--- config.mk ---
export PLATFORM = sky130hd
export DESIGN_NAME = sir_router
export DESIGN_NICKNAME = d
export VERILOG_FILES = /design/src/rtl/sir_pkg.sv /design/src/rtl/sir_regs.sv /design/src/rtl/sir_select.sv /design/src/rtl/sir_deliver.sv /design/src/rtl/sir_router.sv
export SDC_FILE = /design/constraint.sdc
export NUM_CORES = 1
export LEC_CHECK = 0
export ABC_CLOCK_PERIOD_IN_PS = 2260
export BUFFER_PORTS_ARGS = -buffer_cell sky130_fd_sc_hd__buf_2
export CAP_MARGIN = 20
export CORE_UTILIZATION = 45
export CTS_CLUSTER_DIAMETER = 200
export DETAILED_ROUTE_END_ITERATION = 10
export GPL_TIMING_DRIVEN = 1
export PLACE_DENSITY = 0.69
export SLEW_MARGIN = 15
export SYNTH_ARGS = -nofsm -noshare
export SYNTH_HDL_FRONTEND = slang
export SYNTH_HIERARCHICAL = 1
export SYNTH_SLANG_ARGS = --single-unit
--- constraint.sdc ---
create_clock -name clk -period 2.26 [get_ports clk]
set_input_delay 0.339 -clock clk [delete_from_list [all_inputs] [get_ports clk]]
set_output_delay 0.339 -clock clk [all_outputs]
set_load 0.02 [all_outputs]
--- src/rtl/sir_pkg.sv ---
package sir_pkg;
  typedef enum logic [2:0] {
    OFF_PEND    = 3'd0,
    OFF_MASK    = 3'd1,
    OFF_UNMASK  = 3'd2,
    OFF_MASKSET = 3'd3,
    OFF_TGT     = 3'd4
  } reg_off_e;

  // Width of a selector able to address n items (minimum 1).
  function automatic int sel_width(input int n);
    return (n > 1) ? $clog2(n) : 1;
  endfunction
endpackage

--- src/rtl/sir_regs.sv ---
module sir_regs import sir_pkg::*; #(
  parameter int NUM_SRC = 32,
  parameter int NUM_CPU = 4,
  parameter logic [NUM_SRC-1:0] RST_MASK = 32'h004D_FF80,
  parameter int TGT_W = sel_width(NUM_CPU)
) (
  input  logic               clk,
  input  logic               rst_n,
  input  logic [NUM_SRC-1:0] src_irq,
  input  logic               bus_sel,
  input  logic               bus_wr,
  input  logic [2:0]         bus_addr,
  input  logic [NUM_SRC-1:0] bus_wdata,
  output logic [NUM_SRC-1:0] bus_rdata,
  output logic [NUM_SRC-1:0] pend_q,
  output logic [NUM_SRC-1:0] mask_q,
  output logic [TGT_W-1:0]   tgt_q,
  output logic [NUM_SRC-1:0] rise,
  output logic [NUM_SRC-1:0] fall
);
  localparam logic [NUM_SRC-1:0] TOP_BIT = {1'b1, {(NUM_SRC-1){1'b0}}};

  logic [NUM_SRC-1:0] src_q;
  logic               wr_unmask, wr_maskset, wr_tgt;
  logic [NUM_SRC-1:0] maskset_bits;

  assign rise = src_irq & ~src_q;
  assign fall = ~src_irq & src_q;

  always_comb begin
    wr_unmask  = bus_sel && bus_wr && (bus_addr == OFF_UNMASK);
    wr_maskset = bus_sel && bus_wr && (bus_addr == OFF_MASKSET);
    wr_tgt     = bus_sel && bus_wr && (bus_addr == OFF_TGT);
    maskset_bits = wr_maskset ? bus_wdata : '0;
  end

  always_ff @(posedge clk) begin
    if (!rst_n) begin
      src_q  <= '0;
      pend_q <= '0;
      mask_q <= RST_MASK;
      tgt_q  <= '0;
    end else begin
      src_q  <= src_irq;
      pend_q <= ((pend_q | rise) & ~fall) & ~maskset_bits;
      if (wr_unmask)
        mask_q <= mask_q & ~bus_wdata;
      else if (wr_maskset)
        mask_q <= mask_q | bus_wdata;
      if (wr_tgt)
        tgt_q <= bus_wdata[TGT_W-1:0];
    end
  end

  always_comb begin
    bus_rdata = '0;
    if (bus_sel && !bus_wr) begin
      case (bus_addr)
        OFF_PEND: bus_rdata = pend_q & ~TOP_BIT;
        OFF_MASK: bus_rdata = mask_q;
        OFF_TGT:  bus_rdata[TGT_W-1:0] = tgt_q;
        default:  bus_rdata = '0;
      endcase
    end
  end
endmodule

--- src/rtl/sir_select.sv ---
module sir_select #(
  parameter int NUM_SRC = 32,
  parameter int LVL_W = 4,
  parameter logic [NUM_SRC*LVL_W-1:0] LEVEL_MAP = 128'hFEDC_BA98_7654_3210_FEDC_BA98_7654_3210
) (
  input  logic [NUM_SRC-1:0] pend_q,
  input  logic [NUM_SRC-1:0] mask_q,
  output logic               eff_any,
  output logic               gate_open,
  output logic [LVL_W-1:0]   best_lvl
);
  logic [NUM_SRC-1:0] eff;

  assign eff       = pend_q & ~mask_q;
  assign eff_any   = |eff;
  assign gate_open = eff_any && !mask_q[NUM_SRC-1];

  always_comb begin
    best_lvl = '0;
    for (int i = 0; i < NUM_SRC; i++) begin
      if (eff[i] && (LEVEL_MAP[i*LVL_W +: LVL_W] > best_lvl))
        best_lvl = LEVEL_MAP[i*LVL_W +: LVL_W];
    end
  end
endmodule

--- src/rtl/sir_deliver.sv ---
module sir_deliver #(
  parameter int NUM_SRC = 32,
  parameter int NUM_CPU = 4,
  parameter int LVL_W = 4,
  parameter logic [NUM_SRC*LVL_W-1:0] LEVEL_MAP = 128'hFEDC_BA98_7654_3210_FEDC_BA98_7654_3210,
  parameter int TGT_W = 2,
  parameter int MIR_W = 1 << LVL_W
) (
  input  logic                     clk,
  input  logic                     rst_n,
  input  logic                     gate_open,
  input  logic [LVL_W-1:0]         best_lvl,
  input  logic [TGT_W-1:0]         tgt_q,
  input  logic [NUM_CPU-1:0]       cpu_busy,
  input  logic [NUM_SRC-1:0]       rise,
  input  logic [NUM_SRC-1:0]       fall,
  output logic [NUM_CPU-1:0]       cpu_valid,
  output logic [NUM_CPU*LVL_W-1:0] cpu_level,
  output logic [NUM_CPU*MIR_W-1:0] cpu_mirror
);
  logic [MIR_W-1:0] set_bits, clr_bits;

  always_comb begin
    set_bits = '0;
    clr_bits = '0;
    for (int i = 0; i < NUM_SRC; i++) begin
      if (rise[i]) set_bits[LEVEL_MAP[i*LVL_W +: LVL_W]] = 1'b1;
      if (fall[i]) clr_bits[LEVEL_MAP[i*LVL_W +: LVL_W]] = 1'b1;
    end
  end

  for (genvar c = 0; c < NUM_CPU; c++) begin : g_cpu
    logic             is_tgt, deliver;
    logic             valid_q;
    logic [LVL_W-1:0] level_q;
    logic [MIR_W-1:0] mirror_q;

    assign is_tgt  = (tgt_q == TGT_W'(c));
    assign deliver = gate_open && is_tgt && !cpu_busy[c];

    always_ff @(posedge clk) begin
      if (!rst_n) begin
        valid_q  <= 1'b0;
        level_q  <= '0;
        mirror_q <= '0;
      end else begin
        valid_q <= deliver;
        level_q <= deliver ? best_lvl : '0;
        if (is_tgt)
          mirror_q <= (mirror_q & ~clr_bits) | set_bits;
      end
    end

    assign cpu_valid[c]                  = valid_q;
    assign cpu_level[c*LVL_W +: LVL_W]   = level_q;
    assign cpu_mirror[c*MIR_W +: MIR_W]  = mirror_q;
  end
endmodule

--- src/rtl/sir_router.sv ---
module sir_router import sir_pkg::*; #(
  parameter int NUM_SRC = 32,
  parameter int NUM_CPU = 4,
  parameter int LVL_W = 4,
  parameter logic [NUM_SRC*LVL_W-1:0] LEVEL_MAP = 128'hFEDC_BA98_7654_3210_FEDC_BA98_7654_3210,
  parameter logic [NUM_SRC-1:0] RST_MASK = 32'h004D_FF80
) (
  input  logic                               clk,
  input  logic                               rst_n,
  input  logic [NUM_SRC-1:0]                 src_irq,
  input  logic                               bus_sel,
  input  logic                               bus_wr,
  input  logic [2:0]                         bus_addr,
  input  logic [NUM_SRC-1:0]                 bus_wdata,
  output logic [NUM_SRC-1:0]                 bus_rdata,
  input  logic [NUM_CPU-1:0]                 cpu_busy,
  output logic [NUM_CPU-1:0]                 cpu_valid,
  output logic [NUM_CPU*LVL_W-1:0]           cpu_level,
  output logic [NUM_CPU*(1<<LVL_W)-1:0]      cpu_mirror
);
  localparam int TGT_W = sel_width(NUM_CPU);

  logic [NUM_SRC-1:0] pend_q, mask_q, rise, fall;
  logic [TGT_W-1:0]   tgt_q;
  logic               eff_any, gate_open;
  logic [LVL_W-1:0]   best_lvl;

  sir_regs #(
    .NUM_SRC(NUM_SRC), .NUM_CPU(NUM_CPU), .RST_MASK(RST_MASK), .TGT_W(TGT_W)
  ) u_regs (
    .clk(clk), .rst_n(rst_n), .src_irq(src_irq),
    .bus_sel(bus_sel), .bus_wr(bus_wr), .bus_addr(bus_addr),
    .bus_wdata(bus_wdata), .bus_rdata(bus_rdata),
    .pend_q(pend_q), .mask_q(mask_q), .tgt_q(tgt_q),
    .rise(rise), .fall(fall)
  );

  sir_select #(
    .NUM_SRC(NUM_SRC), .LVL_W(LVL_W), .LEVEL_MAP(LEVEL_MAP)
  ) u_select (
    .pend_q(pend_q), .mask_q(mask_q),
    .eff_any(eff_any), .gate_open(gate_open), .best_lvl(best_lvl)
  );

  sir_deliver #(
    .NUM_SRC(NUM_SRC), .NUM_CPU(NUM_CPU), .LVL_W(LVL_W),
    .LEVEL_MAP(LEVEL_MAP), .TGT_W(TGT_W)
  ) u_deliver (
    .clk(clk), .rst_n(rst_n), .gate_open(gate_open), .best_lvl(best_lvl),
    .tgt_q(tgt_q), .cpu_busy(cpu_busy), .rise(rise), .fall(fall),
    .cpu_valid(cpu_valid), .cpu_level(cpu_level), .cpu_mirror(cpu_mirror)
  );
endmodule

==> impl_summary.log, run 1 <==
INFO  metric hold_viol_final = 0
INFO  metric ioPinCount = 191
INFO  metric reg2reg_from = u_regs/pend_q[13]
INFO  metric slew-limit-headroom = 0.3838
INFO  metric core-area = 17960 um^2
INFO  metric dpl.hpwl = roughly 19000 um
INFO  metric max-cap-violations = 0
INFO  metric grt_antenna_before_repair = 2
INFO  metric tritoncts.num_buffers = 17
INFO  metric max-vdd-ir-drop = about 600 uV
INFO  metric final-max-slew-violation-count = 0
INFO  metric cts_buffer_depth = 2
INFO  metric crit_slowest_cell = nor4_4
INFO  metric drt_first_iter_violations = 557
INFO  metric layout.filler_cells = between 1500 and 2000
INFO  metric run_status = completed
INFO  metric timing.critical_path.from = u_regs/pend_q[13]
INFO  metric dp_cell_count = roughly 1300
INFO  metric endpoint_kind = register
INFO  metric clk_latency_worst_skew_pair = roughly 0.44 ns
INFO  metric max_slew.worst_pin.slew = 0.9229 ns
INFO  metric final_cells = roughly 1400
INFO  metric final.period_utilization = 0.9664
INFO  metric critPathArrivalTime = ~2.5 ns
INFO  metric cp_slowest_stage_delay = about 0.38 ns
INFO  metric grt_max_degree = 86
INFO  metric route.final.wire_length = approximately 26000 um
INFO  metric wire_per_inst = ~19 um
INFO  metric ctsHtreeMaxLevel = 4
INFO  metric detail_route_antenna_nets = 0
INFO  metric min-delay-start = cpu_busy[2]
INFO  metric dr_total_vias = around 7700
INFO  metric post_route_cells_drive_above_1_share = 0.2485
INFO  metric synthesis.nets = slightly above 1000
INFO  metric placement.io_buffers = 190
INFO  metric detailedRoute.firstPassIterationCount = 5
INFO  metric cts.sink_count = about 180
INFO  metric post_synth_inst_count = between 900 and 1000
INFO  metric routed_via_density = between 5 and 6
INFO  metric clock-skew-final = 0.01279 ns
INFO  metric yosys_warnings = 6
INFO  metric die_width = 137.3 um
INFO  metric cts.reportedPaths.clkPinSlew = 0.07 ns
INFO  metric worst-endpoint-required = roughly 2.6 ns
INFO  metric max_frequency = approximately 460 MHz
INFO  metric total_congestion_overflow_after_global_routing = 0
INFO  metric crit_path_max_fanout = 5
INFO  metric number_of_global_route_vias_before_repair = just under 7000
INFO  metric worst-r2r-setup-slack = 0.08 ns
INFO  metric root_buffer = clkbuf_16
INFO  metric final-setup-viol-count = 0
INFO  metric p_leak = ~4.2 nW
INFO  metric tritoncts = built
INFO  metric remaining_drc_errors = 0
INFO  metric rsz0062_at_grt = no
INFO  metric die_height = 137.3 um
INFO  metric setup-tns-final = 0 ns
INFO  metric setup.worst_path.class = register to register
INFO  metric std_cell_rows = 49
INFO  metric initial_standard_cell_utilization_of_the_core = 0.4587
INFO  metric power_per_cell_area = between 700 and 800 nW/um^2
INFO  metric min-delay-path-class = input pin to register
INFO  metric crit_chain = nor2b_1, nor4_4, and2_4, nand2_2, o211a_1, a21oi_2, o211ai_1, and2_1
INFO  metric finish.net_count = roughly 1200
INFO  metric postSynthAreaPerCell = 8.729 um^2
INFO  metric synth_area = about 8200 um^2
INFO  metric wire_length_of_the_first_global_routing_pass = about 39000 um
INFO  metric setup.worst_path.start_class = register
INFO  metric die_area = 18860 um^2
INFO  metric post-route-min-period = about 2.2 ns
INFO  metric grtUsageTotal = 0.2741
INFO  metric area_growth_syn_to_layout = 23.14%
INFO  metric finalWeightedCongestion = around 0.9
routing by layer:
layer  share of wire  GRT usage  up-vias
li1                -          -     3725
met1            0.43     0.3608     3612
met4           0.019    0.09280        2
met2            0.47     0.4478      344
met3           0.076    0.05298       38
met5         0.00050          0        -
final timing paths:
kind,to,depth (start not counted)
min reg2reg,register,2
max,u_deliver/g_cpu[1].level_q[3],8
min,u_deliver/g_cpu[2].valid_q,2
max reg2reg,u_deliver/g_cpu[1].level_q[3],8
final cells by class:
type                       instances  area, um^2  share of cell area
multi-input combinational        703        4420              0.4356
inverter                           9       33.78            0.003329
sequential                       182        3651              0.3598
timing repair buffer             214        1144              0.1127
tap                              229       286.5             0.02824
antenna                            1       2.502           0.0002466
clock inverter                    12       166.4             0.01640
clock buffer                      19       442.9             0.04365
critical path: cells and delay by family (launching register included):
family	cells	cell delay [ns]
AO/OA/AOI/OAI	3	0.64
AND/OR/NAND/NOR	5	1.11
flip-flops	1	0.34
placed cells by master (no fill, tap or decap), types with 6 or more instances in the layout:
master     instances
buf_2            190
dfxtp_1          178
o21ai_0          131
nand2_1          101
nor2b_1           74
nor2_1            57
a21boi_0          57
and2_1            49
a221oi_1          32
o21bai_1          31
a22oi_1           29
buf_4             23
mux2i_1           23
clkbuf_16         17
nand2b_1          14
a221o_1           13
inv_1              8
a21oi_1            8
a21boi_1           7
nor3_1             6
through the flow:
stage	worst slack, ns	instance area [um^2]	util	hold slack (ns)	power [W]
floorplan	0.3516	8240	-	0.4266	0.004021
global placement	0.06789	9407	0.5236	0.4575	0.004369
detailed placement	0.05810	9407	0.5236	0.4645	0.004377
CTS	0.03131	10020	0.5576	0.08759	0.007446
global route	0.0001790	10140	0.5647	0.09545	0.007712
finish	0.07590	10150	0.5649	0.09960	0.007458
power by group:
group / leakage [nW] / total (W) / internal [W] / switching, W
logic: 2.45 / 0.000906 / 0.000362 / 0.000544
registers: 1.49 / 0.00345 / 0.00334 / 0.000107
clock network: 0.297 / 0.00311 / 0.00179 / 0.00132
what timing repair did:
action | 4_1_cts | 5_1_grt
hold buffers | 0 | 0
setup buffers | 0 | 2
gates resized for setup | 0 | 28
setup endpoints to repair | 0 | 15
Power figures use the tool's default switching activity.
==> run 2, diff against run 1 <==
Settings changed: ABC_AREA from default to 1, CELL_PAD_IN_SITES_DETAIL_PLACEMENT from default to 0, CELL_PAD_IN_SITES_GLOBAL_PLACEMENT from default to 2, CORE_UTILIZATION 45 to 28, PLACE_DENSITY 0.69 to default, PLACE_DENSITY_LB_ADDON from default to 0.1.
==> run 2 against run 1 <==
  * The run now ends with negative setup slack left
  * Hold slack got worse by 0.016 ns
  * Clock skew increased by 0.0019 ns
  * Largest power group unchanged
  * Cell area increased by 16%
==> impl_summary.log, run 2 <==
INFO  metric run_status = finished, violations left
INFO  metric crit_path_max_fanout = 4 (-1)
INFO  metric power_per_cell_area = 677.8 nW/um^2 (-7.8%)
INFO  metric synth_area = 9035 um^2 (+9.6%)
INFO  metric synthesis.nets = 1547 (+52%)
INFO  metric grtUsageTotal = 0.2009 (-0.07318)
INFO  metric slew-limit-headroom = 0.5970 (+0.2132)
INFO  metric worst_path_most_repeated_cell = nand2_1
INFO  metric remaining_drc_errors = 0 (unchanged)
INFO  metric final-max-slew-violation-count = 0 (unchanged)
INFO  metric critical_path.endpoint = u_deliver/g_cpu[1].level_q[0]
INFO  metric tritoncts.num_buffers = 17 (unchanged)
INFO  metric initial_standard_cell_utilization_of_the_core = 0.2856 (-0.1731)
INFO  metric grt_antenna_before_repair = 0 (-2)
INFO  metric multiInputGateArea = 4167 um^2 (-5.7%)
INFO  metric max-vdd-ir-drop = 557.7 uV (-6.4%)
INFO  metric placement.io_buffers = 190 (unchanged)
INFO  metric die_height = 181.6 um (+32%)
INFO  metric area_growth_syn_to_layout = 29.98%
INFO  metric ioPinCount = 191 (unchanged)
INFO  metric routed_via_density = 4.291 (-24%)
INFO  metric ctsHtreeMaxLevel = 4 (unchanged)
INFO  metric final-setup-viol-count = 16 (+16)
INFO  metric finalWeightedCongestion = 0.8569 (-3.7%)
INFO  metric hold_viol_final = 0 (unchanged)
INFO  metric max_slew.worst_pin.slew = 0.6036 ns (-0.3194 ns)
INFO  metric yosys_warnings = 6 (unchanged)
INFO  metric wire_length_of_the_first_global_routing_pass = 50290 um (+30%)
INFO  metric drt_first_iter_violations = 433 (-22%)
INFO  metric wire_per_inst = 15.07 um (-20%)
INFO  metric layout.cells.most_common = nand2_1
INFO  metric preCtsSetupSlack = -0.4590 ns (-0.5171 ns)
INFO  metric cts.reportedPaths.clkPinSlew = 0.08 ns (about the same)
INFO  metric cts.hold.buffers_added = 0 (unchanged)
INFO  metric dr_total_vias = 9187 (+19%)
INFO  metric post_route_core_utilization = 0.3712 (-0.1937)
INFO  metric core-area = 31640 um^2 (+76%)
INFO  metric insertedDiodeCount = 0 (-1)
INFO  metric final.period_utilization = 1.217 (+0.2507)
INFO  metric setup.worst_path.start_class = register
INFO  metric p_leak = 6.394 nW (+51%)
INFO  metric die_width = 181.6 um (+32%)
INFO  metric detailedRoute.firstPassIterationCount = 5 (unchanged)
INFO  metric total_congestion_overflow_after_global_routing = 0 (unchanged)
INFO  metric post_route_cells_drive_above_1_share = 0.2375 (-0.01097)
INFO  metric max_frequency = 363.5 MHz (-21%)
INFO  metric critical_path.top_delay_family = simple AND/OR/NAND/NOR gates
INFO  metric postSynthAreaPerCell = 6.138 um^2 (-30%)
INFO  metric std_cell_rows = 65 (+33%)
INFO  metric hold_ws = 0.08383 ns (-0.01576 ns)
INFO  metric clock-skew-final = 0.01466 ns (+0.001878 ns)
INFO  metric tritoncts = built
INFO  metric post_synth_inst_count = 1472 (+56%)
INFO  metric worstReg2RegEnd = u_deliver/g_cpu[1].level_q[0]
INFO  metric endpoint_kind = register
INFO  metric grt_max_degree = 65 (-24%)
INFO  metric critPathArrivalTime = 3.07 ns (+0.56 ns)
INFO  metric number_of_global_route_vias_before_repair = 8933 (+28%)
INFO  metric timing.critical_path.depth = 31 (+23)
INFO  metric post-route-min-period = 2.751 ns (+0.5666 ns)
INFO  metric rsz0062_at_grt = yes
INFO  metric violations = negative setup slack
INFO  metric layout.cells.most_common_list = nand2_1, inv_1, nor2_1
INFO  metric worst-endpoint-required = 2.58 ns (about the same)
INFO  metric cts.sink_count = 182 (unchanged)
INFO  metric min-delay-path-class = input pin to register
INFO  metric ff2ff_path_depth = 31 (+23)
INFO  metric clk_latency_worst_skew_pair = 0.44 ns (about the same)
INFO  metric power = 0.007960 W (+6.7%)
INFO  metric setup.worst_path.class = register to register
INFO  metric max-cap-violations = 0 (unchanged)
INFO  metric combined_flip_flop_and_latch_cell_area = 3656 um^2 (+0.14%)
INFO  metric worst-r2r-setup-slack = -0.49 ns (-0.57 ns)
INFO  metric dpl.hpwl = 24360 um (+31%)
INFO  metric worst_hold_depth = 3 (+1)
INFO  metric finish.net_count = 1802 (+50%)
INFO  metric critPathBufInv = 3 (+3)
INFO  metric layout.filler_cells = 3468 (+110%)
INFO  metric root_buffer = clkbuf_16
INFO  metric detail_route_antenna_nets = 0 (unchanged)
INFO  metric setup_slack = -0.4907 ns (-0.5666 ns)
INFO  metric cp_slowest_stage_delay = 0.32 ns (-0.06 ns)
INFO  metric route.final.wire_length = 32260 um (+24%)
INFO  metric final_cells = 2141 (+56%)
INFO  metric dp_cell_count = 2103 (+58%)
INFO  metric cts_buffer_depth = 2 (unchanged)
INFO  metric crit_slowest_cell = dfxtp_2
INFO  metric die_area = 32990 um^2 (+75%)
==> run 2: worst min-delay path by stage <==
stage	startpoint	endpoint	slack [ns]
final	src_irq[7]	u_regs/src_q[7]	0.08
after global placement	u_deliver/g_cpu[0].mirror_q[1]	u_deliver/g_cpu[0].mirror_q[1]	0.44
after global routing	src_irq[19]	u_regs/src_q[19]	0.08
after detailed placement	u_deliver/g_cpu[3].mirror_q[12]	u_deliver/g_cpu[3].mirror_q[12]	0.45
after CTS	src_irq[31]	u_regs/src_q[31]	0.07
after floorplan	src_irq[0]	u_regs/src_q[0]	0.43
==> run 2: what timing repair did <==
action                     4_1_cts  5_1_grt
gates resized for setup         16       13
hold endpoints to repair         0        0
pin swaps                        8       28
setup buffers                    3        4
setup endpoints to repair       16       20
==> run 2: worst register-to-register path: cells and delay by family (launching register included) <==
kind,cells,cell delay [ns]
flip-flops,1,0.32
buffers and inverters,3,0.16
AND/OR/NAND/NOR,24,1.71
AO/OA/AOI/OAI,4,0.46
==> run 2: power by group <==
group,switching [W],internal [W],total [W]
logic,0.000823,0.000496,0.00132
registers,0.0000770,0.00334,0.00342
clock network,0.00141,0.00182,0.00322
total,0.00231,0.00565,0.00796
==> run 2: final cells by class <==
cell class	count	area share
well taps	402	0.04283
flip-flops and latches	182	0.3113
clock buffers	19	0.03857
repair buffers	291	0.1519
clock inverters	12	0.01428
inverters	270	0.08630
multi-input cells	965	0.3548
==> run 2: per-stage QoR <==
| stage | TNS [ns] | cell area, um^2 |
|---|---|---|
| 2_1_floorplan | -2.096 | 9046 |
| 3_3_place_gp | -5.975 | 11010 |
| 3_5_place_dp | -6.828 | 11010 |
| 4_1_cts | -6.334 | 11680 |
| 5_1_grt | -13.62 | 11740 |
| 6_report | -7.319 | 11740 |
==> run 2: routing by layer <==
metal	track usage	share of wire
met1	0.2436	0.44
met2	0.3620	0.50
met5	0	0
met3	0.03028	0.036
met4	0.06373	0.022
==> run 3, diff against run 2 <==
Settings changed: CELL_PAD_IN_SITES_GLOBAL_PLACEMENT 2 to 1, CORE_UTILIZATION 28 to 38, PLACE_DENSITY from default to 0.92, PLACE_DENSITY_LB_ADDON 0.1 to default.
==> run 3 against run 2 <==
  * The run still ends with negative setup slack left
  * Global-route usage rose by 3.4 points
  * Count of clock-buffer cells in the layout fell by 1
  * Clock power rose by 5%
  * Critical path type unchanged
  * Critical endpoint is now u_deliver/g_cpu[2].level_q[1]
==> impl_summary.log, run 3 (synthesis gave the netlist of run 2 again) <==
INFO  metric ff2ff_path_depth = 29 (-6.5%)
INFO  metric worst_path_most_repeated_cell = nand2_1
INFO  metric tritoncts = built
INFO  metric met2_length = 13450 um (-16%)
INFO  metric area_growth_syn_to_layout = 27.72%
INFO  metric hold_viol_final = 0 (unchanged)
INFO  metric clock-skew-final = 0.01313 ns (-0.001535 ns)
INFO  metric detailedRoute.firstPassIterationCount = 5 (unchanged)
INFO  metric die_area = 24400 um^2 (-26%)
INFO  metric cts_buffer_depth = 2 (unchanged)
INFO  metric wire_per_inst = 13.82 um (-8.3%)
INFO  metric detail_route_antenna_nets = 0 (unchanged)
INFO  metric dpl.hpwl = 20970 um (-14%)
INFO  metric dr.max_layer_used = met4
INFO  metric internal_power = 0.005749 W (+1.7%)
INFO  metric finalInstanceArea = 11540 um^2 (-1.7%)
INFO  metric tritoncts.num_buffers = 17 (unchanged)
INFO  metric die_height = 156.2 um (-14%)
INFO  metric finish.net_count = 1788 (-0.78%)
INFO  metric slew-limit-headroom = 0.5849 (-0.01208)
INFO  metric post_route_core_utilization = 0.4931 (+0.1219)
INFO  metric ctsHtreeMaxLevel = 4 (unchanged)
INFO  metric grt_antenna_before_repair = 1 (+1)
INFO  metric cts.sink_count = 182 (unchanged)
INFO  metric endpoint_kind = register
INFO  metric final-max-slew-violation-count = 0 (unchanged)
INFO  metric power_per_cell_area = 699.2 nW/um^2 (+3.1%)
INFO  metric finalWeightedCongestion = 0.8918 (+4.1%)
INFO  metric max-cap-violations = 0 (unchanged)
INFO  metric run_status = finished, violations left
INFO  metric violations = negative setup slack
INFO  metric drt_first_iter_violations = 522 (+21%)
INFO  metric max_frequency = 359.3 MHz (-1.2%)
INFO  metric power_frac_clock = 0.419 (+0.014)
INFO  metric setup_slack = -0.5235 ns (-0.03281 ns)
INFO  metric power = 0.008068 W (+1.4%)
INFO  metric route.final.wire_length = 28280 um (-12%)
INFO  metric crit_path_max_fanout = 4 (unchanged)
INFO  metric layout.filler_cells = 2430 (-30%)
INFO  metric layout.cells.most_common = nand2_1
INFO  metric max_slew.worst_pin.slew = 0.6226 ns (+0.01901 ns)
INFO  metric dr_total_vias = 9309 (+1.3%)
INFO  metric layout.cells.most_common_list = nand2_1, inv_1, nor2_1
INFO  metric critPathArrivalTime = 3.12 ns (+0.05 ns)
INFO  metric cp_slowest_stage_delay = 0.34 ns (+0.02 ns)
INFO  metric placement.cell_area = 10770 um^2 (-2.1%)
INFO  metric worst-endpoint-required = 2.59 ns (about the same)
INFO  metric number_of_global_route_vias_before_repair = 8444 (-5.5%)
INFO  metric routed_via_density = 4.550 (+6.0%)
INFO  metric power_switching_share = 0.2875 (-0.002247)
INFO  metric core-area = 23400 um^2 (-26%)
INFO  metric rsz0062_at_grt = yes
INFO  metric min-delay-start = src_irq[25]
INFO  metric grtUsageTotal = 0.2348 (+0.03389)
INFO  metric std_cell_rows = 56 (-14%)
INFO  metric worst_hold_depth = 3 (unchanged)
INFO  metric post_route_cells_drive_above_1_share = 0.2265 (-0.01096)
INFO  metric routedLengthMet1 = 12240 um (-15%)
INFO  metric placement.io_buffers = 190 (unchanged)
INFO  metric max-vdd-ir-drop = 403.3 uV (-28%)
INFO  metric ioPinCount = 191 (unchanged)
INFO  metric met3_length = 1416 um (+23%)
INFO  metric grt_max_degree = 60 (-7.7%)
INFO  metric p_leak = 6.336 nW (-0.90%)
INFO  metric wire_length_of_the_first_global_routing_pass = 43810 um (-13%)
INFO  metric hold_ws = 0.08135 ns (-0.002489 ns)
INFO  metric setup.worst_path.class = register to register
INFO  metric clk_latency_worst_skew_pair = 0.45 ns (about the same)
INFO  metric min-delay-path-class = input pin to register
INFO  metric setup.worst_path.start_class = register
INFO  metric final-setup-viol-count = 16 (unchanged)
INFO  metric total_congestion_overflow_after_global_routing = 0 (unchanged)
INFO  metric root_buffer = clkbuf_16
INFO  metric remaining_drc_errors = 0 (unchanged)
INFO  metric switchingPower = 0.002319 W (+0.57%)
INFO  metric post-route-min-period = 2.784 ns (+0.03281 ns)
INFO  metric setup-tns-final = -7.722 ns (-0.4031 ns)
INFO  metric power_frac_seq = 0.423 (-0.006)
INFO  metric die_width = 156.2 um (-14%)
INFO  metric initial_standard_cell_utilization_of_the_core = 0.3861 (+0.1005)
INFO  metric pwr-share-comb = 0.158 (-0.008)
INFO  metric crit_slowest_cell = dfxtp_2
INFO  metric final.period_utilization = 1.232 (+0.01452)
INFO  metric cts.reportedPaths.clkPinSlew = 0.08 ns (about the same)
run 3: cell count changes in the layout (fill, tap and decap cells not counted), sizes merged:
cell / previous run / this run
buf: 291 / 277
inv: 274 / 278
clkinv: 4 / 1
bufinv: 3 / 4
clkbuf: 19 / 18
diode: 0 / 1
run 3: final timing paths:
check | endpoint | slack (ns)
worst min-delay path | u_regs/src_q[25] | 0.08
worst min register to register | u_deliver/g_cpu[2].mirror_q[0] | 0.46
worst max-delay path | u_deliver/g_cpu[2].level_q[1] | -0.52
worst max register to register | u_deliver/g_cpu[2].level_q[1] | -0.52
run 3: power by group through the flow:
stage               logic (W)  clock network [W]  registers [W]
floorplan            0.000688                  0        0.00354
global placement      0.00121                  0        0.00348
detailed placement    0.00122                  0        0.00349
CTS                   0.00125            0.00344        0.00341
global route          0.00142            0.00357        0.00343
finish                0.00127            0.00338        0.00341
run 3: repair_timing:
action                                  CTS  global route
hold buffers                              0             0
resized for setup                        13             6
endpoints found under the setup margin   16            16
pin swaps                                 6            16
buffers inserted                          5             2
run 3: critical path: cells and delay by family (launching register included):
family                 cells  cell delay [ns]
buffers and inverters      4             0.23
and+or+nand+nor           19             1.31
DFF                        1             0.34
AOI/OAI and AO/OA          6             0.79
run 3: routing by layer:
| metal | global-route usage | up-vias |
|---|---|---|
| li1 | - | 4834 |
| met1 | 0.2876 | 4137 |
| met2 | 0.3952 | 295 |
| met3 | 0.04083 | 43 |
| met4 | 0.1186 | 0 |
| met5 | 0 | - |
run 3: stage by stage:
stage / setup slack (ns) / instances
3_3_place_gp: -0.3371 / 2006
3_5_place_dp: -0.4815 / 2006
2_1_floorplan: -0.1570 / 1472
4_1_cts: -0.4357 / 2043
5_1_grt: -0.8731 / 2046
6_report: -0.5235 / 2046
run 3: layout make-up:
| cell class | count | area, um^2 | share of cell area |
|---|---|---|---|
| clock buffer | 18 | 439.2 | 0.03806 |
| inverter | 270 | 1013 | 0.08782 |
| timing repair buffer | 277 | 1654 | 0.1433 |
| antenna | 1 | 2.502 | 0.0002168 |
| multi-input combinational | 965 | 4151 | 0.3598 |
| sequential | 182 | 3654 | 0.3166 |
| tap | 319 | 399.1 | 0.03459 |
| clock inverter | 14 | 226.5 | 0.01962 |
